--- src/rtl/i2c_pin_mux_pkg.sv ---
package i2c_pin_mux_pkg;

    // Pin indices used in every register bit position
    localparam int PIN_SCL = 0;
    localparam int PIN_SDA = 1;
    localparam int NPINS   = 2;

    localparam int ADDR_W  = 8;
    localparam int DATA_W  = 16;

    // Register offsets (software decodes these)
    localparam int OFS_MODE  = 'h48;
    localparam int OFS_DIR   = 'h4C;
    localparam int OFS_LEVEL = 'h50;
    localparam int OFS_SET   = 'h58;
    localparam int OFS_CLR   = 'h5C;

    typedef logic [NPINS-1:0] pin_vec_t;

    typedef enum logic [2:0] {
        ACC_NONE,
        ACC_MODE,
        ACC_DIR,
        ACC_LEVEL,
        ACC_SET,
        ACC_CLR
    } acc_kind_t;

    typedef struct packed {
        logic     gpio_mode;
        pin_vec_t dir_out;
        pin_vec_t out_lvl;
    } mux_state_t;

    localparam mux_state_t MUX_RESET = '{gpio_mode: 1'b0, dir_out: '0, out_lvl: '1};

    function automatic acc_kind_t decode_offset(input logic [ADDR_W-1:0] a);
        case (a)
            ADDR_W'(OFS_MODE):  return ACC_MODE;
            ADDR_W'(OFS_DIR):   return ACC_DIR;
            ADDR_W'(OFS_LEVEL): return ACC_LEVEL;
            ADDR_W'(OFS_SET):   return ACC_SET;
            ADDR_W'(OFS_CLR):   return ACC_CLR;
            default:            return ACC_NONE;
        endcase
    endfunction

    // Open-drain: pull low only for a driven-low output
    function automatic logic gpio_pulls_low(input logic is_out, input logic lvl);
        return is_out & ~lvl;
    endfunction

endpackage

--- src/rtl/i2c_pin_mux_regs.sv ---
module i2c_pin_mux_regs
    import i2c_pin_mux_pkg::*;
(
    input  logic              clk,
    input  logic              rst,
    input  logic              wr_en,
    input  logic [ADDR_W-1:0] addr,
    input  logic [DATA_W-1:0] wdata,
    input  pin_vec_t          level_sync,
    output logic [DATA_W-1:0] rdata,
    output mux_state_t        state
);

    mux_state_t state_q;
    mux_state_t state_d;
    acc_kind_t  kind;
    pin_vec_t   wbits;
    logic       unused_hi;

    assign kind      = decode_offset(addr);
    assign wbits     = wdata[NPINS-1:0];
    assign unused_hi = ^wdata[DATA_W-1:NPINS];

    always_comb begin
        state_d = state_q;
        if (wr_en) begin
            case (kind)
                ACC_MODE: state_d.gpio_mode = wdata[0];
                ACC_DIR:  state_d.dir_out   = wbits;
                ACC_SET:  state_d.out_lvl   = state_q.out_lvl | wbits;
                ACC_CLR:  state_d.out_lvl   = state_q.out_lvl & ~wbits;
                default:  state_d = state_q;
            endcase
        end
    end

    always_ff @(posedge clk) begin
        if (rst) state_q <= MUX_RESET;
        else     state_q <= state_d;
    end

    always_comb begin
        rdata = '0;
        case (kind)
            ACC_MODE:        rdata[0]         = state_q.gpio_mode;
            ACC_DIR:         rdata[NPINS-1:0] = state_q.dir_out;
            ACC_LEVEL:       rdata[NPINS-1:0] = level_sync;
            ACC_SET, ACC_CLR: rdata[NPINS-1:0] = state_q.out_lvl;
            default:         rdata = '0;
        endcase
    end

    assign state = state_q;

endmodule

--- src/rtl/i2c_pin_mux_sync.sv ---
module i2c_pin_mux_sync #(
    parameter int STAGES = 2
) (
    input  logic clk,
    input  logic rst,
    input  logic din,
    output logic dout
);

    logic [STAGES-1:0] chain_q;

    always_ff @(posedge clk) begin
        if (rst) chain_q <= '1;
        else     chain_q <= {chain_q[STAGES-2:0], din};
    end

    assign dout = chain_q[STAGES-1];

endmodule

--- src/rtl/i2c_pin_mux_pad.sv ---
module i2c_pin_mux_pad
    import i2c_pin_mux_pkg::*;
(
    input  logic gpio_mode,
    input  logic dir_out,
    input  logic out_lvl,
    input  logic eng_low,
    output logic pull_low
);

    always_comb begin
        if (gpio_mode) pull_low = gpio_pulls_low(dir_out, out_lvl);
        else           pull_low = eng_low;
    end

endmodule

--- src/rtl/i2c_pin_recovery_mux.sv ---
module i2c_pin_recovery_mux
    import i2c_pin_mux_pkg::*;
#(
    parameter int SYNC_STAGES = 2
) (
    input  logic              clk,
    input  logic              rst,
    input  logic              reg_wr_en,
    input  logic [ADDR_W-1:0] reg_addr,
    input  logic [DATA_W-1:0] reg_wdata,
    output logic [DATA_W-1:0] reg_rdata,
    input  logic              eng_scl_low,
    input  logic              eng_sda_low,
    output logic              eng_scl_in,
    output logic              eng_sda_in,
    input  logic              pad_scl_in,
    input  logic              pad_sda_in,
    output logic              pad_scl_oe,
    output logic              pad_sda_oe
);

    mux_state_t st;
    pin_vec_t   pad_in;
    pin_vec_t   eng_low;
    pin_vec_t   lvl_sync;
    pin_vec_t   pad_oe;
    logic       func_q;
    pin_vec_t   dir_q;
    pin_vec_t   out_q;

    assign pad_in[PIN_SCL]  = pad_scl_in;
    assign pad_in[PIN_SDA]  = pad_sda_in;
    assign eng_low[PIN_SCL] = eng_scl_low;
    assign eng_low[PIN_SDA] = eng_sda_low;

    i2c_pin_mux_regs u_regs (
        .clk        (clk),
        .rst        (rst),
        .wr_en      (reg_wr_en),
        .addr       (reg_addr),
        .wdata      (reg_wdata),
        .level_sync (lvl_sync),
        .rdata      (reg_rdata),
        .state      (st)
    );

    assign func_q = st.gpio_mode;
    assign dir_q  = st.dir_out;
    assign out_q  = st.out_lvl;

    for (genvar p = 0; p < NPINS; p++) begin : g_pin
        i2c_pin_mux_sync #(.STAGES(SYNC_STAGES)) u_sync (
            .clk  (clk),
            .rst  (rst),
            .din  (pad_in[p]),
            .dout (lvl_sync[p])
        );
        i2c_pin_mux_pad u_pad (
            .gpio_mode (func_q),
            .dir_out   (dir_q[p]),
            .out_lvl   (out_q[p]),
            .eng_low   (eng_low[p]),
            .pull_low  (pad_oe[p])
        );
    end

    assign pad_scl_oe = pad_oe[PIN_SCL];
    assign pad_sda_oe = pad_oe[PIN_SDA];
    assign eng_scl_in = pad_scl_in;
    assign eng_sda_in = pad_sda_in;

endmodule

--- config.mk ---
export PLATFORM = sky130hd
export DESIGN_NAME = i2c_pin_recovery_mux
export DESIGN_NICKNAME = d
export VERILOG_FILES = /design/src/rtl/i2c_pin_mux_pkg.sv /design/src/rtl/i2c_pin_mux_regs.sv /design/src/rtl/i2c_pin_mux_sync.sv /design/src/rtl/i2c_pin_mux_pad.sv /design/src/rtl/i2c_pin_recovery_mux.sv
export SDC_FILE = /design/constraint.sdc
export NUM_CORES = 1
export LEC_CHECK = 0
export ABC_AREA = 0
export BUFFER_PORTS_ARGS = -buffer_cell sky130_fd_sc_hd__buf_2
export CAP_MARGIN = 20
export CORE_MARGIN = 2
export CORE_UTILIZATION = 40
export DETAILED_ROUTE_END_ITERATION = 10
export GPL_TIMING_DRIVEN = 0
export PLACE_DENSITY = 0.83
export SLEW_MARGIN = 25
export SYNTH_ARGS = -nofsm -noshare
export SYNTH_HDL_FRONTEND = slang
export SYNTH_SLANG_ARGS = --single-unit
--- constraint.sdc ---
create_clock -name clk -period 4.43 [get_ports clk]
set_clock_uncertainty 0.2 [all_clocks]
set_input_delay 1.329 -clock clk [delete_from_list [all_inputs] [get_ports clk]]
set_output_delay 1.329 -clock clk [all_outputs]
set_load 0.03 [all_outputs]
==> key figures, run 1 <==
Clocking
  – Maximum clock insertion buffer count: 2
  – Hold buffer count at CTS: 0
  – Post-CTS sizing: 0
  – Clk Latency, worst-skew pair: 0.26 ns
  – Setup Buffers After CTS: 0
  – Clock buffer count from CTS: 3
  – CTS root buf: clkbuf_4
  – H-tree levels: 1
  – Clock Sinks: 9
  – Worst-path clk slew: 0.06 ns
  – Clock tree from TritonCTS: built

Die
  – Initial Util: 41.3%
  – Rows: 14
  – Die area: 1850 sq um
  – Die Ht: 43.0 um
  – Core Area: 1470 sq um
  – Ports: 51
  – Die Width: 43.0 um

Routing
  – DRT iter0 DRCs: 5
  – Vias per cell: 4.19
  – DR vias: 528
  – Post-route ant nets: 0
  – Wirelength per Cell: 9.18 um
  – Post-Route WL: 1160 um
  – Drt drc: 0
  – DR pass1 iterations: 2

Layout
  – Filler cells: 142
  – Nets: 142
  – Synthesis-to-finish area growth: 33.7%
  – FF+latch area: 180 sq um
  – Diodes inserted: 0
  – Area of the multi-input gates: 345 sq um
  – Ratio of cells with drive above 1 in the final layout: 43.6%

Worst setup path
  – Critical Path RT: 2.90 ns
  – Worst flop-to-flop path endpoint: u_regs.state[4]
  – R2R setup slack: 3.54 ns
  – Setup crit end kind: output pin
  – Worst reg2reg path depth: 2
  – Crit path to: reg_rdata[0]
  – Worst setup SP type: input port
  – Arrival time of the worst setup path: 2.59 ns
  – Crit-path max FO: 5
  – Setup CP Type: input port to output pin
  – CP startpoint: reg_addr[5]
  – Worst R2R Start: u_regs.state[4]

Synthesis
  – Area leader, netlist: dfxtp_1
  – Most common cell in the netlist: buf_4
  – Primary FF master, synth: dfxtp_1
  – Seq/Total Area, Yosys: 29.6%
  – Post-Synthesis Cells: 71
  – Async SR Flop Fraction: 0%
  – Yosys top cell area share: 29.6%
  – Yosys warning count: 0
  – Seq cells post-synth: 9
  – Post-synth top cells: buf_4, dfxtp_1, mux2i_1, nand2b_1
  – Number of synthesized flops with an enable pin: 0
  – Post-synthesis cell area: 608 sq um
  – Mapped Avg Cell Area: 8.56 sq um
  – Largest cells by area after synthesis: dfxtp_1, buf_4, mux2i_1, nand2b_1, or2_2
  – Synth cell types: 26

GRT
  – Vias in the first global route: 459
  – First-pass GRT wire length: 1840 um
  – Total gr overflow: 0
  – Largest net degree at the start of global routing: 11
  – Total GRT Usage: 13.4%
  – Antenna violations before repair: 0

STA
  – Fin. max-slew vios: 0
  – Setup tns final: 0 ns
  – Final period util: 92.9%
  – Final worst path period need: 4.11 ns
  – RSZ-0062 raised after global routing: false
  – Worst Slack Setup Final: 0.316 ns
  – Fmax: 243 MHz
  – Worst hold slack: 0.211 ns
  – Final hold violations: 0
  – Final setup fails: 0

Status
  – Status: finished, final reports clean

Placed design
  – Worst slack, placed: 0.318 ns
  – DP HPWL: 976 um
  – Gpl congestion: 0.769
  – Buffers on Ports: 22

Power
  – Power Density: 245 nW/um^2
  – LEAKAGE: 0.000399 uW
  – VDD IR max: 170 uV

Run
  – Max Cap Viol: 0

Hold path
  – Hold-critical path depth: 1
  – Hold Crit Class: flip-flop to flip-flop
==> how the worst min path moves through the flow <==
stage                          startpoint                          to  slack (ns)
2_1_floorplan  g_pin[0].u_sync.chain_q[0]  g_pin[0].u_sync.chain_q[1]        0.19
3_3_place_gp   g_pin[0].u_sync.chain_q[0]  g_pin[0].u_sync.chain_q[1]        0.19
3_5_place_dp   g_pin[1].u_sync.chain_q[0]  g_pin[1].u_sync.chain_q[1]        0.20
4_1_cts        g_pin[1].u_sync.chain_q[0]  g_pin[1].u_sync.chain_q[1]        0.21
5_1_grt        g_pin[1].u_sync.chain_q[0]  g_pin[1].u_sync.chain_q[1]        0.23
6_report       g_pin[1].u_sync.chain_q[0]  g_pin[1].u_sync.chain_q[1]        0.21
==> final cells by class <==
| type | instances | share of cell area [%] |
|---|---|---|
| Multi-Input combinational cell | 56 | 42.5 |
| Sequential cell | 9 | 22.2 |
| Buffer | 17 | 15.2 |
| Timing Repair Buffer | 22 | 13.5 |
| Clock buffer | 4 | 3.23 |
| Tap cell | 16 | 2.46 |
| Inverter | 2 | 0.923 |
==> metal layers <==
layer	vias up	track usage, %	part of all wire (%)	wire length [um]
met5	-	0	0	0
met4	0	10.9	0	0
met3	0	1.70	9.9	114
met2	25	23.0	50	574
met1	217	14.4	40	468
li1	286	-	-	-
==> placed cells by master, fill, tap and decap left out, drive strengths merged, types with 2 or more instances in the layout <==
cell / netlist / routed
buf: 16 / 38
conb: 1 / 14
dfxtp: 9 / 9
mux2i: 5 / 5
nand2b: 5 / 5
clkbuf: 1 / 5
nand2: 4 / 4
or2: 4 / 4
nor2: 3 / 3
and2: 2 / 2
o21ai: 2 / 2
a21oi: 2 / 2
inv: 2 / 2
o22ai: 2 / 2
nor3: 2 / 2
==> power by group <==
| group | leakage [uW] | total [uW] | switching [uW] | internal (uW) |
|---|---|---|---|---|
| registers | 0.0000736 | 83.0 | 0.348 | 82.6 |
| clock network | 0.0000150 | 63.2 | 28.5 | 34.7 |
| logic | 0.000311 | 53.3 | 31.6 | 21.7 |
==> stage by stage <==
| stage | cells | cell area [sq um] | power (uW) | util [%] |
|---|---|---|---|---|
| after floorplan | 84 | 657 | 125 | - |
| after global placement | 122 | 787 | 137 | 53.5 |
| after detailed placement | 122 | 787 | 138 | 53.5 |
| after CTS | 126 | 813 | 202 | 55.3 |
| after global routing | 126 | 813 | 212 | 55.3 |
| final | 126 | 813 | 200 | 55.3 |
==> kinds of logic (layout without fill, tap and decap cells) <==
| group | after synthesis | after routing | share of synthesized area (%) |
|---|---|---|---|
| AND/OR/NAND/NOR | 30 | 30 | 32.7 |
| flip-flops | 9 | 9 | 29.6 |
| other | 1 | 14 | 0.617 |
| buffers and inverters | 19 | 45 | 21.6 |
| multiplexers | 6 | 6 | 10.1 |
| AO/OA/AOI/OAI | 6 | 6 | 5.35 |
==> critical path: stages <==
cell     delay, ns
buf_2         0.10
or3_4         0.42
or3b_1        0.41
a21oi_1       0.13
buf_2         0.21
(Power assumes the default switching activity.)
==> run 2, diff against run 1 <==
--- a/config.mk
+++ b/config.mk
@@ -13,6 +13,7 @@
 export DETAILED_ROUTE_END_ITERATION = 10
 export GPL_TIMING_DRIVEN = 0
 export PLACE_DENSITY = 0.83
+export RECOVER_POWER = 25
 export SLEW_MARGIN = 25
 export SYNTH_ARGS = -nofsm -noshare
 export SYNTH_HDL_FRONTEND = slang
==> run 2 against run 1 <==
Wire length increased by 0.17%. Die area unchanged. Critical path depth unchanged. Final area decreased by 0.15%. Sequential power about the same.
==> key figures, run 2 (same netlist as run 1, synthesis figures left out) <==
Status
  – Status: finished, final reports clean

Placed design
  – Buffers on Ports: 22 (unchanged)
  – Dpl cell area: 787 sq um (unchanged)
  – Placed Cells: 122 (unchanged)
  – Gpl congestion: 0.769 (unchanged)
  – DP HPWL: 976 um (unchanged)

Layout
  – Design Area, Final: 812 sq um (-0.15%)
  – Post-route insts no fill: 126 (unchanged)
  – Synthesis-to-finish area growth: 33.5%
  – Area of the multi-input gates: 345 sq um (unchanged)
  – Most common cell after layout, fill and taps aside: buf_2
  – Nets: 142 (unchanged)
  – Ratio of cells with drive above 1 in the final layout: 42.7% (-0.91 points)
  – Diodes inserted: 0 (unchanged)
  – FF+latch area: 180 sq um (unchanged)
  – Most frequent cells in the layout: buf_2, buf_4, conb_1
  – Filler cells: 141 (-0.70%)

Power
  – Clock power share: 31.7% (about the same)
  – Reg power frac: 41.6% (about the same)
  – Tot Pwr: 199 uW (about the same)
  – Sw frac: 30.3% (about the same)
  – VDD IR max: 170 uV (unchanged)
  – Internal cell power: 139 uW (about the same)
  – LEAKAGE: 0.000397 uW (-0.69%)
  – Combinational Power Share: 26.7% (about the same)
  – Switching Power: 60.4 uW (about the same)
  – Power Density: 246 nW/um^2 (about the same)

Worst setup path
  – Arrival time of the worst setup path: 2.59 ns (about the same)
  – Worst setup SP type: input port
  – Crit-path max FO: 5 (unchanged)
  – R2R setup slack: 3.54 ns (about the same)
  – Setup CP Type: input port to output pin
  – Critical Path RT: 2.90 ns (about the same)
  – Setup crit end kind: output pin

STA
  – Setup tns final: 0 ns (unchanged)
  – Fin. max-slew vios: 0 (unchanged)
  – Final worst path period need: 4.11 ns (unchanged)
  – Final period util: 92.9% (unchanged)
  – Final hold violations: 0 (unchanged)
  – RSZ-0062 raised after global routing: false
  – Worst hold slack: 0.211 ns (unchanged)
  – Final setup fails: 0 (unchanged)
  – Fmax: 243 MHz (unchanged)

Clocking
  – Clock tree from TritonCTS: built
  – Clk Latency, worst-skew pair: 0.26 ns (about the same)
  – CTS root buf: clkbuf_4
  – Clock Sinks: 9 (unchanged)
  – Hold buffer count at CTS: 0 (unchanged)
  – Worst-path clk slew: 0.06 ns (about the same)
  – Setup Buffers After CTS: 0 (unchanged)
  – Maximum clock insertion buffer count: 2 (unchanged)
  – Post-CTS sizing: 0 (unchanged)
  – H-tree levels: 1 (unchanged)
  – Clock buffer count from CTS: 3 (unchanged)

GRT
  – Antenna violations before repair: 0 (unchanged)
  – Total GRT Usage: 13.4% (unchanged)
  – Largest net degree at the start of global routing: 11 (unchanged)
  – Vias in the first global route: 459 (unchanged)
  – First-pass GRT wire length: 1840 um (unchanged)
  – Total gr overflow: 0 (unchanged)

Routing
  – Post-Route WL: 1160 um (+0.17%)
  – Vias per cell: 4.19 (unchanged)
  – Post-route ant nets: 0 (unchanged)
  – Drt drc: 0 (unchanged)
  – DR pass1 iterations: 2 (unchanged)
  – DRT iter0 DRCs: 5 (unchanged)
  – Wirelength per Cell: 9.20 um (+0.17%)
  – DR vias: 528 (unchanged)

Die
  – Rows: 14 (unchanged)
  – Die Ht: 43.0 um (unchanged)
  – Ports: 51 (unchanged)
  – Core Area: 1470 sq um (unchanged)
  – Die area: 1850 sq um (unchanged)
  – Die Width: 43.0 um (unchanged)
  – Initial Util: 41.3% (unchanged)

Run
  – Max Cap Viol: 0 (unchanged)

Hold path
  – Hold Crit Class: flip-flop to flip-flop
## run 2: cell types whose count changed in the layout (fill, tap and decap cells not counted), sizes merged
cell / before / now
buf: 38 / 37
clkbuf: 5 / 6
## run 2: power by group through the flow
stage	Sequential (uW)	Clock [uW]	Combinational, uW
2_1_floorplan	84.7	0	40.2
3_3_place_gp	84.8	0	52.5
3_5_place_dp	84.8	0	52.9
4_1_cts	83.0	65.6	53.0
5_1_grt	83.2	71.8	56.8
6_report	83.0	63.2	53.2
## run 2: metal layers
metal	global-route usage [%]	routed length (um)	vias up
met5	0	0	-
met4	10.9	0	0
met3	1.70	115	0
met2	23.0	574	25
met1	14.4	469	217
li1	-	-	286
## run 2: area by class of cell
type / instances / share of cell area, %
multi-input cells: 56 / 42.5
flip-flops and latches: 9 / 22.2
plain buffers: 17 / 15.3
repair buffers: 22 / 13.4
clock buffers: 4 / 3.24
well taps: 16 / 2.47
inverters: 2 / 0.924
## run 2: final timing paths
check / startpoint / to / cells after the start
min: g_pin[1].u_sync.chain_q[0] / g_pin[1].u_sync.chain_q[1] / 1
max: reg_addr[5] / reg_rdata[0] / 5
min reg2reg: g_pin[1].u_sync.chain_q[0] / g_pin[1].u_sync.chain_q[1] / 1
max reg2reg: u_regs.state[4] / u_regs.state[4] / 2
## run 2: per-stage QoR
stage               utilization (%)  setup slack [ns]
global placement               53.5             0.315
detailed placement             53.5             0.318
global route                   55.2             0.230
floorplan                         -             0.274
CTS                            55.3             0.310
finish                         55.2             0.316
## run 2: critical path: stages
cell and delay, ns:
buf_2 0.10, or3_4 0.42, or3b_1 0.41, a21oi_1 0.13, buf_2 0.21
==> run 3, diff against run 2 <==
--- a/config.mk
+++ b/config.mk
@@ -17,4 +17,5 @@
 export SLEW_MARGIN = 25
 export SYNTH_ARGS = -nofsm -noshare
 export SYNTH_HDL_FRONTEND = slang
+export SYNTH_HIERARCHICAL = 1
 export SYNTH_SLANG_ARGS = --single-unit
==> run 3 against run 2 <==
Flip-flop and latch count is the same. Combinational power rose by 0.8%. Critical path depth unchanged. Fmax rose by 4.0%. Largest cell class unchanged. Highest routed layer unchanged. Critical path type unchanged.
==> key figures, run 3 <==
Routing
  – Drt drc: 0 (unchanged)
  – Met3 routed WL: 146 um (+27%)
  – Max Used Layer: met3
  – DRT iter0 DRCs: 7 (+2)
  – Wirelength per Cell: 10.0 um (+8.7%)
  – DR WL met2: 609 um (+6.1%)
  – WL met1: 464 um (-1.1%)
  – Post-Route WL: 1220 um (+5.3%)
  – Vias per cell: 4.53 (+8.2%)
  – DR pass1 iterations: 4 (+2)
  – DR vias: 553 (+4.7%)
  – Post-route ant nets: 0 (unchanged)

Synthesis
  – Seq/Total Area, Yosys: 29.4% (-0.18 points)
  – Primary FF master, synth: dfxtp_1
  – Post-synth top cells: buf_4, dfxtp_1, mux2i_1, nand2b_1, nand4_1
  – Post-synthesis cell area: 612 sq um (+0.62%)
  – Largest cells by area after synthesis: dfxtp_1, buf_4, mux2i_1, nand2b_1, nand4_1
  – Post-Synthesis Cells: 67 (-5.6%)
  – Area leader, netlist: dfxtp_1
  – Synth cell types: 20 (-23%)
  – Async SR Flop Fraction: 0% (unchanged)
  – Yosys top cell area share: 29.4% (-0.18 points)
  – Most common cell in the netlist: buf_4
  – Seq cells post-synth: 9 (unchanged)
  – Number of synthesized flops with an enable pin: 0 (unchanged)
  – Mapped Avg Cell Area: 9.13 sq um (+6.6%)
  – Yosys warning count: 6 (+6)

Clocking
  – Clock Sinks: 9 (unchanged)
  – Post-CTS sizing: 0 (unchanged)
  – Clock tree from TritonCTS: built
  – Maximum clock insertion buffer count: 2 (unchanged)
  – Clock buffer count from CTS: 3 (unchanged)
  – H-tree levels: 1 (unchanged)
  – Setup Buffers After CTS: 0 (unchanged)
  – CTS root buf: clkbuf_4
  – Clk Latency, worst-skew pair: 0.25 ns (about the same)
  – Worst-path clk slew: 0.05 ns (about the same)
  – Hold buffer count at CTS: 0 (unchanged)

STA
  – Final setup fails: 0 (unchanged)
  – Setup tns final: 0 ns (unchanged)
  – Worst Slack Setup Final: 0.474 ns (+0.158 ns)
  – Fmax: 253 MHz (+4.0%)
  – Final hold violations: 0 (unchanged)
  – Final period util: 89.3% (-3.6 points)
  – Fin. max-slew vios: 0 (unchanged)
  – RSZ-0062 raised after global routing: false
  – Final worst path period need: 3.96 ns (-0.158 ns)

Layout
  – Synthesis-to-finish area growth: 33.3%
  – Most common cell after layout, fill and taps aside: buf_2
  – Most frequent cells in the layout: buf_2, buf_4, conb_1
  – Post-route insts no fill: 122 (-3.2%)
  – Diodes inserted: 0 (unchanged)
  – Nets: 138 (-2.8%)
  – Design Area, Final: 816 sq um (+0.46%)
  – Final Util: 55.4% (+0.26 points)
  – Ratio of cells with drive above 1 in the final layout: 42.5% (-0.27 points)

Placed design
  – DP HPWL: 1010 um (+3.8%)
  – Gpl congestion: 0.769 (about the same)
  – Worst slack, placed: 0.479 ns (+0.161 ns)
  – Dpl cell area: 791 sq um (+0.48%)
  – Placed Cells: 118 (-3.3%)
  – Buffers on Ports: 22 (unchanged)

Worst setup path
  – Worst setup SP type: input port
  – Worst flop-to-flop path endpoint: u_regs/state[4]
  – Arrival time of the worst setup path: 2.43 ns (-0.16 ns)
  – Setup CP Type: input port to output pin
  – R2R setup slack: 3.54 ns (about the same)
  – Worst R2R Start: u_regs/state[4]
  – Crit-path max FO: 6 (+1)
  – Setup crit end kind: output pin
  – Critical Path RT: 2.90 ns (about the same)
  – Worst reg2reg path depth: 2 (unchanged)

Power
  – Reg power frac: 42.1% (+0.5 points)
  – Power Density: 242 nW/um^2 (-1.5%)
  – Clock power share: 30.7% (-1.0 points)
  – Internal cell power: 138 uW (-0.40%)
  – Sw frac: 29.9% (-0.45 points)
  – LEAKAGE: 0.000416 uW (+4.9%)
  – Switching Power: 58.9 uW (-2.5%)
  – Combinational Power Share: 27.2% (+0.5 points)
  – VDD IR max: 149 uV (-12%)

Die
  – Rows: 14 (unchanged)
  – Die Width: 43.1 um (+0.28%)
  – Ports: 51 (unchanged)
  – Die Ht: 43.1 um (+0.28%)
  – Initial Util: 41.6% (+0.26 points)
  – Die area: 1860 sq um (+0.56%)
  – Core Area: 1470 sq um (unchanged)

GRT
  – Vias in the first global route: 496 (+8.1%)
  – Largest net degree at the start of global routing: 13 (+2)
  – Antenna violations before repair: 0 (unchanged)
  – Total GRT Usage: 14.5% (+1.1 points)
  – Total gr overflow: 0 (unchanged)
  – First-pass GRT wire length: 1990 um (+8.3%)

Status
  – Status: finished, final reports clean

Hold path
  – Hold EP: g_pin[0].u_sync/chain_q[1]
  – Hold-critical path depth: 1 (unchanged)
  – HP Start: g_pin[0].u_sync/chain_q[0]
  – Hold Crit Class: flip-flop to flip-flop

Run
  – Max Cap Viol: 0 (unchanged)
[run 3: layer usage]
metal	vias up	GRT usage (%)
met2	34	24.8
met3	0	5.11
met4	0	5.45
li1	282	-
met5	-	0
met1	237	16.3
[run 3: logic make-up after synthesis]
family / count (synthesis) / synth area share (%)
other cells: 1 / 0.613
mux: 5 / 8.18
buf+inv: 20 / 22.1
compound gates: 5 / 5.93
simple gates: 27 / 33.7
flops: 9 / 29.4
[run 3: area by class of cell]
type,count,area [sq um]
Sequential cell,9,180
Multi-Input combinational cell,51,345
Clock buffer,4,26.3
Tap cell,16,20.0
Inverter,4,15.0
Fill cell,138,656
Buffer,16,120
Timing Repair Buffer,22,109
[run 3: through the flow]
stage / hold slack, ns / total power, uW
after floorplan: 0.183 / 124
after global placement: 0.186 / 137
after detailed placement: 0.199 / 138
after CTS: 0.212 / 200
after global routing: 0.227 / 209
final: 0.207 / 197
[run 3: power by group through the flow]
| stage | Sequential, uW | Combinational [uW] | Clock [uW] |
|---|---|---|---|
| 6_report | 83.1 | 53.6 | 60.7 |
| 4_1_cts | 83.1 | 53.2 | 63.3 |
| 3_5_place_dp | 84.9 | 53.2 | 0 |
| 2_1_floorplan | 84.7 | 38.9 | 0 |
| 3_3_place_gp | 84.8 | 52.2 | 0 |
| 5_1_grt | 83.1 | 57.3 | 68.7 |
[run 3: worst max-delay path, cell delays in order]
cell,delay (ns)
buf_2,0.12
nor4b_4,0.42
a32oi_1,0.17
o211ai_1,0.16
buf_2,0.22
[run 3: worst max path at each step]
stage                start           end
4_1_cts        reg_addr[5]  reg_rdata[0]
2_1_floorplan  reg_addr[5]  reg_rdata[0]
6_report       reg_addr[5]  reg_rdata[0]
5_1_grt        reg_addr[5]  reg_rdata[0]
3_5_place_dp   reg_addr[5]  reg_rdata[0]
3_3_place_gp   reg_addr[5]  reg_rdata[0]
